## src/rtl/cmp_pkg.sv

```systemverilog
// Package: shared constants for the nibble-sliced magnitude comparator.
// Assumes operands are unsigned and slices are chained low to high.
package cmp_pkg;
    // Width of one comparison slice in bits.
    localparam int SLICE_W = 4;

    // Verdict seeded into the lowest slice: "so far equal".
    localparam logic SEED_GT = 1'b0;
    localparam logic SEED_EQ = 1'b1;
    localparam logic SEED_LT = 1'b0;
endpackage

```

## src/rtl/cmp_bit_cell.sv

```systemverilog
// Module: one-bit comparison cell.
// Produces the bit difference and which operand wins this bit position.
// Assumes nothing about neighbouring bits; ordering is applied by the slice.
module cmp_bit_cell (
    input  logic a_bit,
    input  logic b_bit,
    output logic diff,
    output logic a_wins,
    output logic b_wins
);
    // Bits differ exactly when their XOR is 1.
    assign diff   = a_bit ^ b_bit;
    // A wins this position when it holds 1 against a 0.
    assign a_wins = a_bit & ~b_bit;
    // B wins this position when it holds 1 against a 0.
    assign b_wins = ~a_bit & b_bit;
endmodule

```

## src/rtl/cmp_nibble_slice.sv

```systemverilog
// Module: cascadable unsigned slice comparator.
// Scans bits from MSB down: the first differing bit decides. If all bits
// match, the cascade inputs from the next lower slice pass through.
// Assumes cascade inputs carry a verdict from a less significant slice.
module cmp_nibble_slice #(
    parameter int SLICE_W = cmp_pkg::SLICE_W
) (
    input  logic [SLICE_W-1:0] a_nib,
    input  logic [SLICE_W-1:0] b_nib,
    input  logic               gt_in,
    input  logic               eq_in,
    input  logic               lt_in,
    output logic               gt_out,
    output logic               eq_out,
    output logic               lt_out
);
    logic [SLICE_W-1:0] bit_diff;
    logic [SLICE_W-1:0] bit_a_wins;
    logic [SLICE_W-1:0] bit_b_wins;
    // run_eq[i] is 1 when all bits above position i-1 are equal.
    logic [SLICE_W:0]   run_eq;
    logic [SLICE_W-1:0] hit_gt;
    logic [SLICE_W-1:0] hit_lt;
    logic               local_gt;
    logic               local_lt;
    logic               local_eq;

    // Equality chain starts true above the MSB.
    assign run_eq[SLICE_W] = 1'b1;

    genvar i;
    generate
        for (i = SLICE_W - 1; i >= 0; i--) begin : g_bit
            cmp_bit_cell u_cell (
                .a_bit  (a_nib[i]),
                .b_bit  (b_nib[i]),
                .diff   (bit_diff[i]),
                .a_wins (bit_a_wins[i]),
                .b_wins (bit_b_wins[i])
            );
            // Equality survives this bit only if it held above and bits match.
            assign run_eq[i] = run_eq[i+1] & ~bit_diff[i];
            // This bit decides for A only if every higher bit matched.
            assign hit_gt[i] = run_eq[i+1] & bit_a_wins[i];
            // This bit decides for B only if every higher bit matched.
            assign hit_lt[i] = run_eq[i+1] & bit_b_wins[i];
        end
    endgenerate

    // Collapse per-bit decisions into the local nibble verdict.
    always_comb begin
        local_gt = |hit_gt;
        local_lt = |hit_lt;
        local_eq = run_eq[0];
    end

    // Merge local verdict with the lower slice's verdict.
    always_comb begin
        gt_out = local_gt | (local_eq & gt_in);
        lt_out = local_lt | (local_eq & lt_in);
        eq_out = local_eq & eq_in;
    end
endmodule

```

## src/rtl/cmp_relations.sv

```systemverilog
// Module: derives the combined relations from a three-way verdict.
// Assumes the verdict is one-hot, as produced by a correctly seeded chain.
module cmp_relations (
    input  logic gt,
    input  logic eq,
    input  logic lt,
    output logic ge,
    output logic le,
    output logic ne
);
    // Each combined relation is the OR of two primary verdicts.
    always_comb begin
        ge = gt | eq;
        le = lt | eq;
        ne = gt | lt;
    end
endmodule

```

## src/rtl/mag_cmp8.sv

```systemverilog
// Module: unsigned magnitude comparator built from chained slices.
// Slice 0 takes the low nibble and is seeded with "equal"; each higher
// slice receives the verdict of the one below. Purely combinational.
// Assumes NIBBLES >= 1; the default gives an 8-bit comparator.
module mag_cmp8 #(
    parameter int NIBBLES = 2
) (
    input  logic [NIBBLES*cmp_pkg::SLICE_W-1:0] a_in,
    input  logic [NIBBLES*cmp_pkg::SLICE_W-1:0] b_in,
    output logic                                gt_out,
    output logic                                eq_out,
    output logic                                lt_out,
    output logic                                ge_out,
    output logic                                le_out,
    output logic                                ne_out
);
    localparam int SW = cmp_pkg::SLICE_W;

    // Verdict chain; index k feeds slice k, index NIBBLES is the result.
    logic [NIBBLES:0] gt_ch;
    logic [NIBBLES:0] eq_ch;
    logic [NIBBLES:0] lt_ch;

    // Seed the lowest slice with "equal so far".
    assign gt_ch[0] = cmp_pkg::SEED_GT;
    assign eq_ch[0] = cmp_pkg::SEED_EQ;
    assign lt_ch[0] = cmp_pkg::SEED_LT;

    genvar k;
    generate
        for (k = 0; k < NIBBLES; k++) begin : g_slice
            cmp_nibble_slice #(.SLICE_W(SW)) u_slice (
                .a_nib  (a_in[k*SW +: SW]),
                .b_nib  (b_in[k*SW +: SW]),
                .gt_in  (gt_ch[k]),
                .eq_in  (eq_ch[k]),
                .lt_in  (lt_ch[k]),
                .gt_out (gt_ch[k+1]),
                .eq_out (eq_ch[k+1]),
                .lt_out (lt_ch[k+1])
            );
        end
    endgenerate

    // Primary outputs come from the most significant slice.
    assign gt_out = gt_ch[NIBBLES];
    assign eq_out = eq_ch[NIBBLES];
    assign lt_out = lt_ch[NIBBLES];

    cmp_relations u_rel (
        .gt (gt_ch[NIBBLES]),
        .eq (eq_ch[NIBBLES]),
        .lt (lt_ch[NIBBLES]),
        .ge (ge_out),
        .le (le_out),
        .ne (ne_out)
    );
endmodule

```

## config.mk

```make
export PLATFORM = sky130hd
export DESIGN_NAME = mag_cmp8
export DESIGN_NICKNAME = d
export VERILOG_FILES = /design/src/rtl/cmp_pkg.sv /design/src/rtl/cmp_bit_cell.sv /design/src/rtl/cmp_nibble_slice.sv /design/src/rtl/cmp_relations.sv /design/src/rtl/mag_cmp8.sv
export SDC_FILE = /design/constraint.sdc
export NUM_CORES = 1
export LEC_CHECK = 0
export CORE_AREA = 5 5 42 44
export DETAILED_ROUTE_END_ITERATION = 6
export DIE_AREA = 0 0 47 49
export PLACE_DENSITY_LB_ADDON = 0.3
export REMOVE_ABC_BUFFERS = 1
export SYNTH_ARGS = -nofsm -noshare
export SYNTH_HDL_FRONTEND = slang
export SYNTH_SLANG_ARGS = --single-unit
```

## constraint.sdc

```tcl
create_clock -name vclk -period 5.36
set_input_delay 1.608 -clock vclk [all_inputs]
set_output_delay 1.608 -clock vclk [all_outputs]
set_load 0.01 [all_outputs]
```

==> impl_metrics.toml, run 1 <==
[critical_path]
crit_fanout = 3
cp_cell_sequence = "clkdlybuf4s50_1, inv_1, ha_1, and3_4, buf_4, o21ai_0, o21ai_1, clkdlybuf4s50_1"
crit_type = "in2out"
crit_top_cell = "clkdlybuf4s50_1"
timing.critical_path.slowest_cell_delay_ns = 0.57
cp_num_cells = 8
worstPathArrival_ns = 3.57
crit_family = "buffers and inverters"
path_buf_inv = 4
worstPathRequired_ns = 3.75
worstSetupStartpointType = "input pin"
end_kind = "output port"
critPathSlowestCell = "clkdlybuf4s50_1"

[synthesis]
ys_warn_count = 0
synth_compound_area_share_pct = 17.28
yosysUniqueCellTypes = 17
synth_top_area_share_pct = 49.38
synth_xor_area_share_pct = 0
synth_fa_ha_area_share_pct = 49.38
syn_inst = 55
synth_top_area_cell = "ha_1"
synthTopCellsByCount = "inv_1, ha_1, nand3_1, nand4_1"
synth.most_common_cell = "inv_1"
synth_top_family_by_area = "adder cells"
syn_area_um2 = 405.4
syn_avg_cell_area_um2 = 7.371
synth-simple-area-share_pct = 17.59
yosys-top-cells-area = "ha_1, inv_1, nand4_1"
synthMuxAreaShare_pct = 0
synth_seq_area_share_pct = 0

[global_route]
grt_usage_pct = 6.877
grt-ovfl-total = 0
grt_start_max_net_pins = 6
grt_pass1_wl_mm = 1.262
antenna_found_initial = 0
grt_pass1_vias = 361

[power_and_ir_drop]
p_comb_share_pct = 100.0
finalPower_mw = 0.05378
switching_power_mw = 0.02175
clkPwrFrac_pct = 0
internal_power_mw = 0.03203
ir_worst_vdd_mv = 0.03403
leakage_nw = 0.3968
p_per_area_mw_per_mm2 = 78.87
seqPwrFrac_pct = 0
netSwitchingFraction_pct = 40.44

[floorplanning]
std_cell_rows = 14
fp.coreArea_mm2 = 0.001401
initial_core_util_pct = 28.93
die_h_um = 49
ios = 22
die_w_um = 47
die-area_mm2 = 0.002303

[job]
cap_violations = 0

[sta]
timing.fmax_mhz = 193.2
slew_violations = 0
final-setup-viol-count = 0
rsz0062_at_grt = "no"
slew_headroom_pct = 87.68
hold_violations = 0
finalSetupTns_ns = 0
worst_pin_slew_ns = 0.1836
min_period_ns = 5.177
period_share_pct = 96.59

[layout]
ff_latch_area_um2 = 0
instances_no_fill = 96
seq_cell_count = 0
drive_gt1_share_pct = 8.750
fin_area_um2 = 681.9
finalNetCount = 114
fin_util_pct = 48.66
area_growth_pct = 68.21
insertedDiodeCount = 0
n_clock_buffer = 0

[min_path]
min_delay_path_depth = 6
hp-class = "in2out"

[drt]
viasPerCell = 4.510
wire_per_inst_um = 8.646
totalWireLength_um = 830
vias = 433
drt_iter0_drc = 5
ant_nets = 0
drc_errors = 0
drtPass1Iterations = 2

[outcome]
outcome = "completed"

[placement]
dp_hpwl_um = 809.1
io_buffers = 22
gp_congestion = 0.7807
placed_area_um2 = 668.1
dp_cells = 96

[clock_tree]
ctsHoldBuffers = 0
cts_setup_buffers = 0
## power groups by stage
stage	Combinational (mW)	Clock, mW	Sequential [mW]
2_1_floorplan	0.0253	0	0
3_3_place_gp	0.0554	0	0
3_5_place_dp	0.0555	0	0
4_1_cts	0.0550	0	0
5_1_grt	0.0601	0	0
6_report	0.0538	0	0
## worst min-delay path, cell delays in order
cell and delay (ns):
clkdlybuf4s50_1 0.43, inv_1 0.07, ha_1 0.17, a31oi_2 0.11, inv_1 0.04, dlymetal6s2s_1 0.15
## layout by cell type, fill, tap and decap left out
| cell | Yosys | layout |
|---|---|---|
| clkdlybuf4s50_1 | 0 | 18 |
| inv_1 | 17 | 17 |
| ha_1 | 16 | 15 |
| nand4_1 | 3 | 3 |
| nand3_1 | 3 | 3 |
| dlymetal6s2s_1 | 0 | 3 |
| buf_4 | 0 | 3 |
| a21o_1 | 2 | 2 |
| a21oi_1 | 2 | 2 |
| o21ai_1 | 2 | 2 |
| a211oi_2 | 0 | 1 |
| and3_1 | 1 | 1 |
| and3_4 | 1 | 1 |
| o21ai_0 | 1 | 1 |
| a221o_1 | 1 | 1 |
| a31oi_2 | 1 | 1 |
| nand2_1 | 1 | 1 |
| nor2_1 | 1 | 1 |
| or2_1 | 1 | 1 |
| nand2b_1 | 1 | 1 |
| ha_2 | 0 | 1 |
| dlygate4sd2_1 | 0 | 1 |
## cell type report
type	count	area, um^2
Fill cell	155	719.4
Inverter	17	63.81
Multi-Input combinational cell	38	349.1
Tap cell	16	20.02
Timing Repair Buffer	25	249.0
## final timing paths
kind  slack, ns    start  endpoint
max        0.18  a_in[6]    gt_out
min        4.17  a_in[4]    lt_out
## routing by layer
metal	global-route usage, %	part of all wire, %
met4	2.304	2.3
met3	0.7380	8.7
met2	14.25	53
met1	6.087	36
met5	0	0
## timing repair
item / 4_1_cts / 5_1_grt
pin swaps: 0 / 1
gates resized for setup: 1 / 5
setup endpoints to repair: 1 / 3
## stage by stage
| step | hold WS, ns | setup slack [ns] |
|---|---|---|
| after floorplan | 3.518 | 0.9748 |
| after global placement | 4.542 | 0.008570 |
| after detailed placement | 4.555 | -0.01374 |
| after CTS | 4.332 | 0.0008784 |
| after global routing | 4.250 | 0.08422 |
| final | 4.170 | 0.1830 |
## logic make-up (layout without fill, tap and decap cells)
family | after synthesis | in the layout
simple gates | 12 | 12
fa+ha+maj | 16 | 16
compound gates | 10 | 10
buf+inv | 17 | 42
Power figures use the tool's default switching activity.
==> inputs of run 2 (changes only) <==
- PLACE_DENSITY: unset -> 0.65
- PLACE_DENSITY_LB_ADDON: 0.3 -> unset
==> run 2 against run 1 <==
Effect of this change: sequential share of layout area unchanged; critical path depth up 1; setup slack worse by 0.078 ns; fmax down 1.5%; global-route usage up 0.63 points; first-iteration DRC count down 80%; non-clock buffer count unchanged; sequential cell count unchanged; hold slack worse by 0.0012 ns; largest power group unchanged; highest routed layer is now met3.
==> impl_metrics.toml, run 2 (synthesized netlist as in run 1, its figures left out) <==
[critical_path]
timing.critical_path.slowest_cell_delay_ns = 0.48
critPathSlowestCell = "clkdlybuf4s50_1"
cp_cell_sequence = "clkdlybuf4s50_1, inv_1, ha_1, and3_4, buf_4, o21ai_0, o21ai_1, or2_1, clkdlybuf4s50_1"
worstSetupStartpointType = "input pin"
crit_type = "in2out"
crit_fanout = 3
worstPathRequired_ns = 3.75
crit_top_cell = "clkdlybuf4s50_1"
worstPathArrival_ns = 3.65
end_kind = "output port"

[min_path]
hold-path-endpoint = "lt_out"
hp-class = "in2out"
min_delay_path_depth = 6
hold_start = "a_in[4]"

[placement]
io_buffers = 22
dp_cells = 96
gp_congestion = 0.7404
dp_hpwl_um = 809.5
dp_slack_ns = -0.01158

[floorplanning]
fp.coreArea_mm2 = 0.001401
std_cell_rows = 14
die-area_mm2 = 0.002303
die_w_um = 47
ios = 22
initial_core_util_pct = 28.93
die_h_um = 49

[layout]
final_common_cell = "clkdlybuf4s50_1"
ff_latch_area_um2 = 0
insertedDiodeCount = 0
seq_cell_count = 0
fill_cells = 153
finalNetCount = 114
final_cell_mix = "clkdlybuf4s50_1, inv_1, ha_1"
instances_no_fill = 96
area_growth_pct = 67.90
fin_util_pct = 48.57
n_clock_buffer = 0
drive_gt1_share_pct = 7.500

[sta]
period_share_pct = 98.04
worst_pin_slew_ns = 0.1802
final-setup-viol-count = 0
fin_ws_ns = 0.1050
rsz0062_at_grt = "no"
slew_headroom_pct = 87.91
slew_violations = 0
hold_violations = 0
timing.fmax_mhz = 190.3
min_period_ns = 5.255

[drt]
totalWireLength_um = 877
drt_iter0_drc = 1
viasPerCell = 4.469
drc_errors = 0
drtPass1Iterations = 3
ant_nets = 0
vias = 429
wire_per_inst_um = 9.135

[clock_tree]
ctsHoldBuffers = 0

[power_and_ir_drop]
netSwitchingFraction_pct = 40.95
seqPwrFrac_pct = 0
leakage_nw = 0.3804
p_comb_share_pct = 100.0
finalPower_mw = 0.05457
clkPwrFrac_pct = 0
ir_worst_vdd_mv = 0.02963
switching_power_mw = 0.02235
p_per_area_mw_per_mm2 = 80.18
internal_power_mw = 0.03223

[outcome]
outcome = "completed"

[global_route]
grt_start_max_net_pins = 6
grt_pass1_vias = 384
antenna_found_initial = 0
grt-ovfl-total = 0
grt_pass1_wl_mm = 1.428
grt_usage_pct = 7.509

[job]
cap_violations = 0
run 2: cell count changes in the layout (fill, tap and decap cells not counted), sizes merged:
cell           delta
clkdlybuf4s50     +1
dlygate4sd2       +1
dlymetal6s2s      -2
run 2: final cells by class:
class,instances,area (um^2),area share (%)
Timing Repair Buffer,25,242.7,35.66
Tap cell,16,20.02,2.941
Inverter,17,63.81,9.375
Multi-Input combinational cell,38,354.1,52.02
run 2: repair_timing:
action / 4_1_cts / 5_1_grt
setup endpoints to repair: 2 / 2
resized for setup: 2 / 2
endpoints found under the hold margin: 0 / 0
setup buffers: 0 / 0
run 2: critical path, delay by kind of cell:
kind            cells  cell delay (ns)
fa+ha+maj           1             0.31
compound gates      2             0.16
buf+inv             4             1.14
simple gates        2             0.42
run 2: per-stage QoR:
stage          setup TNS, ns  hold slack [ns]  instance area, um^2
4_1_cts                    0            4.323                665.6
5_1_grt                    0            4.253                680.7
3_5_place_dp        -0.01158            4.554                668.1
6_report                   0            4.169                680.7
3_3_place_gp               0            4.544                668.1
2_1_floorplan              0            3.518                405.4
run 2: power by group through the flow:
stage	clock network [mW]	logic (mW)	registers, mW
global placement	0	0.0552	0
finish	0	0.0546	0
global route	0	0.0610	0
CTS	0	0.0545	0
detailed placement	0	0.0558	0
floorplan	0	0.0253	0
run 2: routing by layer:
| metal | GRT usage (%) | vias up | share of wire [%] |
|---|---|---|---|
| met4 | 0 | 0 | 0 |
| met2 | 14.93 | 12 | 54 |
| li1 | - | 231 | - |
| met3 | 0 | 0 | 9.0 |
| met1 | 8.913 | 186 | 37 |
| met5 | 0 | - | 0 |
run 2: how the worst max path moves through the flow:
stage,slack [ns],end,cells past startpoint,from
final,0.11,ge_out,9,a_in[6]
after global routing,0.0005,ge_out,9,a_in[6]
after CTS,0.03,lt_out,8,a_in[6]
after detailed placement,-0.01,le_out,8,a_in[6]
after global placement,0.01,le_out,8,a_in[6]
after floorplan,0.97,le_out,6,a_in[6]
